File: src/rtl/dab_pkg.sv
package dab_pkg;

    typedef enum logic {
        TMR_IDLE = 1'b0,
        TMR_RUN  = 1'b1
    } tmr_state_t;

    typedef struct packed {
        logic hi;
        logic lo;
    } gate_pair_t;

    // tick offset of leg 'leg' within a period of 'period' ticks
    function automatic int leg_offset(int period, int leg);
        return (period * leg) / 3;
    endfunction

    // clamp a signed request to +/- lim
    function automatic int clamp_sym(int req, int lim);
        if (req > lim)
            return lim;
        else if (req < -lim)
            return -lim;
        else
            return req;
    endfunction

endpackage

File: src/rtl/dab_period_timer.sv
module dab_period_timer
    import dab_pkg::*;
#(
    parameter int PERIOD = 4000,
    localparam int CW = $clog2(PERIOD)
) (
    input  logic          clk,
    input  logic          rst,
    input  logic          en,
    output logic [CW-1:0] cnt,
    output logic          active,
    output logic          load
);
    localparam logic [CW-1:0] LAST = CW'(PERIOD - 1);

    tmr_state_t state;

    assign active = en && (state == TMR_RUN);
    assign load   = en && ((state == TMR_IDLE) || (cnt == LAST));

    always_ff @(posedge clk) begin
        if (rst || !en) begin
            state <= TMR_IDLE;
            cnt   <= '0;
        end else if (state == TMR_IDLE) begin
            state <= TMR_RUN;
            cnt   <= '0;
        end else if (cnt == LAST) begin
            cnt <= '0;
        end else begin
            cnt <= cnt + 1'b1;
        end
    end

endmodule

File: src/rtl/dab_shadow.sv
module dab_shadow
    import dab_pkg::*;
#(
    parameter int PERIOD = 4000,
    parameter int PS_W   = 16,
    parameter int DT_W   = 8,
    localparam int CW    = $clog2(PERIOD),
    localparam int LIM   = PERIOD / 6
) (
    input  logic                 clk,
    input  logic                 rst,
    input  logic                 load,
    input  logic signed [PS_W-1:0] phase_req,
    input  logic [DT_W-1:0]      dead_req,
    output logic signed [CW:0]   shift_sh,
    output logic [DT_W-1:0]      dt_sh
);
    int                 req_int;
    int                 sat_int;
    logic signed [CW:0] sat_val;

    always_comb begin
        req_int = int'(phase_req);
        sat_int = clamp_sym(req_int, LIM);
        sat_val = (CW+1)'(sat_int);
    end

    always_ff @(posedge clk) begin
        if (rst) begin
            shift_sh <= '0;
            dt_sh    <= '0;
        end else if (load) begin
            shift_sh <= sat_val;
            dt_sh    <= dead_req;
        end
    end

endmodule

File: src/rtl/dab_leg.sv
module dab_leg
    import dab_pkg::*;
#(
    parameter int PERIOD = 4000,
    parameter int OFFSET = 0,
    parameter int DT_W   = 8,
    localparam int CW    = $clog2(PERIOD),
    localparam int HALF  = PERIOD / 2
) (
    input  logic               clk,
    input  logic               rst,
    input  logic               active,
    input  logic [CW-1:0]      cnt,
    input  logic signed [CW:0] shift,
    input  logic [DT_W-1:0]    dt,
    output gate_pair_t         gate
);
    int   pos;
    int   dti;
    logic hi_on;
    logic lo_on;

    always_comb begin
        pos = int'(cnt) - OFFSET - int'(shift);
        if (pos < 0)
            pos = pos + PERIOD;
        if (pos < 0)
            pos = pos + PERIOD;
        if (pos >= PERIOD)
            pos = pos - PERIOD;
        dti   = int'(dt);
        hi_on = (pos >= dti) && (pos < HALF);
        lo_on = (pos >= HALF + dti);
    end

    always_ff @(posedge clk) begin
        if (rst) begin
            gate <= '0;
        end else begin
            gate.hi <= active && hi_on;
            gate.lo <= active && lo_on;
        end
    end

endmodule

File: src/rtl/dab_psm.sv
module dab_psm
    import dab_pkg::*;
#(
    parameter int PERIOD = 4000,
    parameter int PS_W   = 16,
    parameter int DT_W   = 8
) (
    input  logic                   clk,
    input  logic                   rst,
    input  logic                   en,
    input  logic signed [PS_W-1:0] phase_req,
    input  logic [DT_W-1:0]        dead_req,
    output logic [2:0]             pri_hi,
    output logic [2:0]             pri_lo,
    output logic [2:0]             sec_hi,
    output logic [2:0]             sec_lo
);
    localparam int CW     = $clog2(PERIOD);
    localparam int NB     = 2;
    localparam int NLEG   = 3;

    logic [CW-1:0]      cnt;
    logic               active;
    logic               load;
    logic signed [CW:0] shift_sh;
    logic [DT_W-1:0]    dt_sh;
    gate_pair_t         gp [NB][NLEG];

    dab_period_timer #(.PERIOD(PERIOD)) u_timer (
        .clk    (clk),
        .rst    (rst),
        .en     (en),
        .cnt    (cnt),
        .active (active),
        .load   (load)
    );

    dab_shadow #(.PERIOD(PERIOD), .PS_W(PS_W), .DT_W(DT_W)) u_shadow (
        .clk       (clk),
        .rst       (rst),
        .load      (load),
        .phase_req (phase_req),
        .dead_req  (dead_req),
        .shift_sh  (shift_sh),
        .dt_sh     (dt_sh)
    );

    for (genvar b = 0; b < NB; b++) begin : g_bridge
        logic signed [CW:0] br_shift;
        if (b == 0) begin : g_ref
            assign br_shift = '0;
        end else begin : g_follow
            assign br_shift = shift_sh;
        end
        for (genvar k = 0; k < NLEG; k++) begin : g_leg
            dab_leg #(
                .PERIOD (PERIOD),
                .OFFSET (leg_offset(PERIOD, k)),
                .DT_W   (DT_W)
            ) u_leg (
                .clk    (clk),
                .rst    (rst),
                .active (active),
                .cnt    (cnt),
                .shift  (br_shift),
                .dt     (dt_sh),
                .gate   (gp[b][k])
            );
        end
    end

    for (genvar k = 0; k < NLEG; k++) begin : g_out
        assign pri_hi[k] = gp[0][k].hi;
        assign pri_lo[k] = gp[0][k].lo;
        assign sec_hi[k] = gp[1][k].hi;
        assign sec_lo[k] = gp[1][k].lo;
    end

endmodule

File: config.mk
export PLATFORM = sky130hd
export DESIGN_NAME = dab_psm
export DESIGN_NICKNAME = d
export VERILOG_FILES = /design/src/rtl/dab_pkg.sv /design/src/rtl/dab_period_timer.sv /design/src/rtl/dab_shadow.sv /design/src/rtl/dab_leg.sv /design/src/rtl/dab_psm.sv
export SDC_FILE = /design/constraint.sdc
export NUM_CORES = 1
export LEC_CHECK = 0
export BUFFER_PORTS_ARGS = -buffer_cell sky130_fd_sc_hd__clkbuf_2
export CORE_MARGIN = 2
export CORE_UTILIZATION = 55
export DETAILED_ROUTE_END_ITERATION = 12
export PLACE_DENSITY = 0.74
export SYNTH_ARGS = -nofsm -noshare
export SYNTH_HDL_FRONTEND = slang
export SYNTH_HIERARCHICAL = 1
export SYNTH_SLANG_ARGS = --single-unit
File: constraint.sdc
create_clock -name clk -period 6.8 [get_ports clk]
set_input_delay 0.68 -clock clk [delete_from_list [all_inputs] [get_ports clk]]
set_output_delay 0.68 -clock clk [all_outputs]
set_load 0.01 [all_outputs]
[Yosys cells after proc, flatten, opt, wreduce, memory -nomap -nowiden]
Cells that the tools add are included.
Cells by class
  multiplexer cells: 21
  equal/unequal tests: 1
  $lt $le $gt $ge: 38
  bitwise logic cells: 1
  reductions and logical operators: 24
  add/sub/neg operators: 25
Operator list (number)
  2-to-1 mux 32 bit: 18
  adder 32 x 13 -> 32 bit (second input constant): 9
  < comparator 32 x 1 -> 1 bit (second input constant): 9
  greater-or-equal comparator 32 x 13 -> 1 bit (second input constant): 6
  greater-or-equal comparator 32 bit: 6
  greater-or-equal comparator 32 x 9 -> 1 bit: 6
  < comparator 32 x 12 -> 1 bit (second input constant): 6
  subtractor 32 x 13 -> 32 bit (second input constant): 6
  subtractor 13 x 13 -> 14 bit: 3
  adder 13 x 13 -> 14 bit (second input constant): 2
  < comparator 13 x 1 -> 1 bit (second input constant): 2
  2-to-1 mux 13 bit: 2
  logical AND 1 bit: 20
  > comparator 16 x 11 -> 1 bit (second input constant): 1
  < comparator 16 x 11 -> 1 bit (second input constant): 1
  adder 12 x 12 -> 13 bit (second input constant): 1
  subtractor 12 x 11 -> 13 bit (second input constant): 1
  subtractor 12 x 12 -> 13 bit (second input constant): 1
  adder 11 x 8 -> 12 bit (first input constant): 1
  adder 12 x 1 -> 12 bit (second input constant): 1
  equality test 12 bit (second input constant): 1
  < comparator 12 x 1 -> 1 bit (second input constant): 1
  OR reduction 3 bit: 1
  logical OR 1 bit: 2
  other kinds (3): 3
Storage, ports and cells
  word-level logic and storage cells: 126
  output and inout bits: 12
  flip-flop bits (word level): 46
  bits of input ports: 27

[Depth between registers and ports, before layout]
  depth after elaboration: 11
  depth in mapped cells: 36
  gate-level depth less buffers: 33

[Hierarchy]
Netlist, hierarchy kept.
Modules (own cells, without submodules)
  dab_leg (g_bridge[0].g_leg[1].u_leg ...): sequential area each 40.0 um2, area an instance 2751.4 um2, times used 2, cells an instance 366
  dab_leg (g_bridge[0].g_leg[2].u_leg ...): sequential area each 40.0 um2, area an instance 2736.4 um2, times used 2, cells an instance 384
  dab_leg (g_bridge[0].g_leg[0].u_leg): sequential area each 40.0 um2, area an instance 2364.8 um2, times used 1, cells an instance 324
  dab_leg (g_bridge[1].g_leg[0].u_leg): sequential area each 40.0 um2, area an instance 2145.8 um2, times used 1, cells an instance 279
  dab_shadow: sequential area each 420.4 um2, area an instance 920.9 um2, times used 1, cells an instance 100
  dab_period_timer: sequential area each 260.2 um2, area an instance 598.1 um2, times used 1, cells an instance 63
  dab_psm: sequential area each 0.0 um2, area an instance 3.8 um2, times used 1, cells an instance 1

[Worst setup path after synthesis]
Ideal clock, no wire load.
  kind: reg2reg
  start point: reg u_timer.cnt[1]
  end point: reg g_bridge[1].g_leg[2].u_leg/gate[0] in the netlist's numbering
  arrival time: 6.699 ns
  clock period less this slack: 6.821 ns
  slack: -0.021 ns
  buffers on the path: 3
  setup time: 0.122 ns
  required time: 6.678 ns
  stages on the path, launching flop included: 37
  cells stage by stage: dfxtp_1 -> inv_1 -> ha_1 -> inv_1 -> a21oi_1 -> nand3b_1 -> nand2_1 -> a21oi_1 -> xnor2_1 -> ha_1 -> a211oi_1 -> nand2_1 -> nor3_1 -> a21o_1 -> clkbuf_1 -> nand2_1 -> nand2_1 -> ha_1 -> clkbuf_1 -> nor2b_1 -> o21ai_0 -> mux2i_1 -> a2111oi_0 -> nand4_1 -> o211ai_2 -> or4b_4 -> a21oi_2 -> buf_2 -> a21oi_1 -> or2_2 -> ha_1 -> a21o_1 -> a21o_1 -> a21oi_1 -> a31o_2 -> o21bai_1 -> o31ai_1
Between the ends
  cells in the longest elaborated chain, start to end: 10
  elaborated cells on any way between the ends: 13
  classes of those cells: add/sub (5); order compare (4); mux (3); reduce/logical (1)
Ends and longest elaborated chain
  from (decl): line dab_period_timer.sv:10  | output logic [CW-1:0] cnt,
  from (signal assigned): line dab_period_timer.sv:31  | cnt <= cnt + 1'b1;
  subtractor 12 x 12 -> 13 bit (*): line dab_leg.sv:24  | pos = int'(cnt) - OFFSET - int'(shift);
  subtractor 13 x 13 -> 14 bit (*): line dab_leg.sv:24
  adder 32 x 13 -> 32 bit / < comparator 32 x 1 -> 1 bit (equally long branches): line dab_leg.sv:26, dab_leg.sv:25
  2-to-1 mux 32 bit (*): line dab_leg.sv:25  | if (pos < 0)
  adder 32 x 13 -> 32 bit / < comparator 32 x 1 -> 1 bit (equally long branches): line dab_leg.sv:28, dab_leg.sv:27
  2-to-1 mux 32 bit (*): line dab_leg.sv:27  | if (pos < 0)
  subtractor 32 x 13 -> 32 bit / greater-or-equal comparator 32 x 13 -> 1 bit (equally long branches): line dab_leg.sv:30, dab_leg.sv:29
  2-to-1 mux 32 bit (*): line dab_leg.sv:29  | if (pos >= PERIOD)
  greater-or-equal comparator 32 bit (*): line dab_leg.sv:33  | lo_on = (pos >= HALF + dti);
  logical AND 1 bit (*): line dab_leg.sv:41  | gate.lo <= active && lo_on;
  to (decl): line dab_leg.sv:16  | output gate_pair_t gate
Every way passes the cells marked *; elsewhere a longest branch is shown, timed or not.
A chain may end at the register's enable or synchronous reset.

[Final worst setup path]
  start point: reg u_timer.cnt[1]
  end point: reg g_bridge[1].g_leg[1].u_leg/gate[1] in the netlist's numbering
Between the ends
  cells in the longest elaborated chain, start to end: 11
  elaborated cells on any way between the ends: 15
  classes of those cells: add/sub (5); order compare (5); mux (3); reduce/logical (2)
Ends and longest elaborated chain
  subtractor 12 x 11 -> 13 bit (*): line dab_leg.sv:24
  subtractor 13 x 13 -> 14 bit (*): line dab_leg.sv:24
  adder 32 x 13 -> 32 bit / < comparator 32 x 1 -> 1 bit (equally long branches): line dab_leg.sv:26, dab_leg.sv:25
  2-to-1 mux 32 bit (*): line dab_leg.sv:25
  adder 32 x 13 -> 32 bit / < comparator 32 x 1 -> 1 bit (equally long branches): line dab_leg.sv:28, dab_leg.sv:27
  2-to-1 mux 32 bit (*): line dab_leg.sv:27
  subtractor 32 x 13 -> 32 bit / greater-or-equal comparator 32 x 13 -> 1 bit (equally long branches): line dab_leg.sv:30, dab_leg.sv:29
  2-to-1 mux 32 bit (*): line dab_leg.sv:29
  greater-or-equal comparator 32 x 9 -> 1 bit / < comparator 32 x 12 -> 1 bit (equally long branches): line dab_leg.sv:32  | hi_on = (pos >= dti) && (pos < HALF);
  logical AND 1 bit (*): line dab_leg.sv:32
  logical AND 1 bit (*): line dab_leg.sv:40  | gate.hi <= active && hi_on;
  to (decl): line dab_leg.sv:16
Marked as above.

==> key figures <==
Die
  – I/O pins: 39
  – Die Ht: 179.9 um
  – CORE AREA: 30,510 um^2
  – Initial Utilization: 55.75%
  – # rows: 64
  – DIE WIDTH: 179.9 um
  – Die area: 32,350 um^2

Clock tree
  – CTS tree: done
  – Max clock buf depth: 2
  – CTS sink cnt: 46
  – Worst-Skew Late Latency: 0.32 ns
  – Root buffer cell: clkbuf_16
  – H-Tree Depth: 2
  – CTS clk-pin slew, worst paths: 0.09 ns
  – Hold-fix buffers at CTS: 0
  – TritonCTS buffer count: 5

Place
  – Detailed placement HPWL: 38,340 um
  – RD Place Congestion: 0.9625
  – Dpl cell area: 17,970 um^2
  – Port bufs: 38
  – Worst slack, placed: 0.007491 ns

Drt
  – Initial drt markers: 1,311
  – Antenna-violating nets left: 0
  – Avg WL per Cell: 17.76 um
  – DRT Pass-1 Iters: 5
  – Via count: 17,740
  – Post-Route WL: 49,080 um
  – Residual DRC count: 0
  – Drt via density: 6.421

Setup path
  – Critical Path Max Stage Delay: 0.55 ns
  – Worst path bufs/invs: 5
  – Worst Path Required: 7.01 ns
  – CP Data Arrival Time: 6.74 ns
  – Most frequent CP cell: ha_1
  – CP Launch Type: register
  – Delay-heaviest family, CP: simple AND/OR/NAND/NOR gates
  – Crit Path Category: reg2reg
  – CP endpoint kind: register
  – Max stage delay cell, worst path: or4_4
  – Crit-path max FO: 11

Yosys
  – XOR/XNOR Fraction of Synth Area: 9.747%
  – Synth Register Bits: 46
  – Largest area contributor in the netlist: ha_1
  – Register area share after synthesis: 5.414%
  – Synth Warn #: 6
  – Post-synth top area share: 14.34%
  – Syn Area/Cell: 7.503 um^2
  – Post-synth EDFFs: 0
  – Syn Std Cell Area: 17,010 um^2
  – Netlist cell types: 133
  – Asr flop ratio synth: 0%
  – Post-synthesis compound-gate area fraction: 33.01%
  – Largest family of logic cells by synthesized area: compound AO/OA/AOI/OAI gates
  – Mux share of post-synthesis cell area: 2.361%
  – Synth top area cells: ha_1, dfxtp_1, xnor2_1
  – Simple-gate area share of the yosys netlist: 27.69%
  – Top FF cell, synth: dfxtp_1
  – Post-Syn Instances: 2,267
  – Synth Area in Adders: 15.18%

Timing
  – Final hold vios: 0
  – Clock skew: 0.01623 ns
  – Finish-stage setup viols: 0
  – Final Max Slew Viols: 0
  – PnR worst setup slack: 0.2684 ns
  – Worst Max-Slew Pin Slew: 0.8322 ns
  – Rel. slew slack: 43.09%
  – Post-layout min period: 6.532 ns
  – Fmax achieved: 153.1 MHz
  – Period utilization: 96.05%

GRT
  – First-pass GRT wire length: 80,500 um
  – Total congestion overflow: 0
  – Antenna violations before repair: 0
  – Gr usage total: 28.99%
  – Vias in the first global route: 16,280
  – Largest net degree at the start of global routing: 27

Finish
  – Syn-to-layout area delta: 7.908%
  – Fin area: 18,350 um^2
  – NumNets Final: 2,594
  – N_diodes: 0
  – Share of cells above drive strength 1: 14.91%

Power
  – PwrDens: 154.5 nW/um^2
  – VDD IR max: 0.08820 mV
  – Leak: 7.195 nW

Run status
  – Outcome: finished, final reports clean

Run
  – Max_cap viols: 0

Min path
  – Worst Hold Class: reg2reg
## routing by layer
layer	track usage [%]	vias to the layer above	wire length, um
li1	-	8725	-
met3	3.586	109	3085
met4	9.333	0	1517
met1	38.86	8327	22130
met2	48.20	580	22350
met5	0	-	0
## layout make-up
cell class,count,area (um^2)
Clock buffer,5,125.1
Clock inverter,3,18.77
Fill cell,2803,12160
Inverter,196,735.7
Multi-Input combinational cell,2006,15300
Sequential cell,46,937.1
Tap cell,396,495.5
Timing Repair Buffer,111,742.0
## through the flow
stage                     std cells  hold WS, ns  TNS, ns  power [mW]  util [%]
after floorplan                2310       0.4723        0       2.005         -
after global placement         2747       0.5382        0       2.407     58.89
after detailed placement       2747       0.5614        0       2.463     58.89
after CTS                      2755       0.5716        0       2.762     59.37
after global routing           2763       0.5919  -0.1381       3.095     60.16
final                          2763       0.5769        0       2.835     60.16
## cells in the final DEF (no fill, tap or decap), types with 55 or more instances in the layout
cell	synthesis	layout
a21oi_1	152	149
buf_4	4	72
ha_1	195	188
inv_1	194	194
nand2_1	143	143
nand2b_1	55	55
nand3_1	57	57
nor2_1	173	172
o21ai_0	98	94
xnor2_1	104	102
xor2_1	61	60
## state kept, by name (all words and copies together), names as in the netlist
signal                     cells
u_shadow/shift_sh             13
u_timer/cnt                   12
u_timer/state                  1
u_shadow/dt_sh                 8
g_bridge.g_leg.u_leg/gate     12
## repair_timing
action	4_1_cts	5_1_grt
pin swaps	0	12
buffers inserted	0	8
endpoints found under the setup margin	1	10
gates resized for setup	1	48
## logic make-up (layout without fill, tap and decap cells)
family	count (synthesis)	count (layout)
simple gates	821	821
compound gates	725	725
buf+inv	258	315
fa+ha+maj	203	203
xor+xnor	176	176
flops	46	46
mux	37	37
other cells	1	44
## cell usage after synthesis (all sizes together) (42+ instances only)
cell type	n
o211ai	57
o21ai	133
nand2	145
dfxtp	46
xor2	62
nand2b	55
inv	196
xnor2	114
or3	42
nand3	57
nor2	176
a21o	49
ha	195
nor3	63
a21oi	168
## worst register-to-register path, delay by kind of cell (launching register included)
kind                     cells  cell delay, ns
AND/OR/NAND/NOR             12            2.52
adder cells (fa/ha/maj)      4            1.01
buffers and inverters        5            0.65
flip-flops                   1            0.42
multiplexers                 1            0.27
AO/OA/AOI/OAI                9            1.57
## path summary, 6_finish.rpt
check,from,end,slack (ns),cells past startpoint
worst max-delay path,u_timer/cnt[1]$_SDFF_PP0_,g_bridge[1].g_leg[1].u_leg/gate[1]$_SDFF_PP0_,0.27,31
worst min-delay path,u_shadow/shift_sh[7]$_SDFFE_PP0P_,u_shadow/shift_sh[7]$_SDFFE_PP0P_,0.58,2
worst min register to register,u_shadow/shift_sh[7]$_SDFFE_PP0P_,u_shadow/shift_sh[7]$_SDFFE_PP0P_,0.58,2
worst max register to register,u_timer/cnt[1]$_SDFF_PP0_,g_bridge[1].g_leg[1].u_leg/gate[1]$_SDFF_PP0_,0.27,31
## power breakdown
| group | switching [mW] | internal (mW) | leakage (nW) |
|---|---|---|---|
| registers | 0.0171 | 0.279 | 0.380 |
| clock network | 0.144 | 0.138 | 0.0740 |
| logic | 1.36 | 0.902 | 6.74 |
Power figures use the tool's default switching activity.
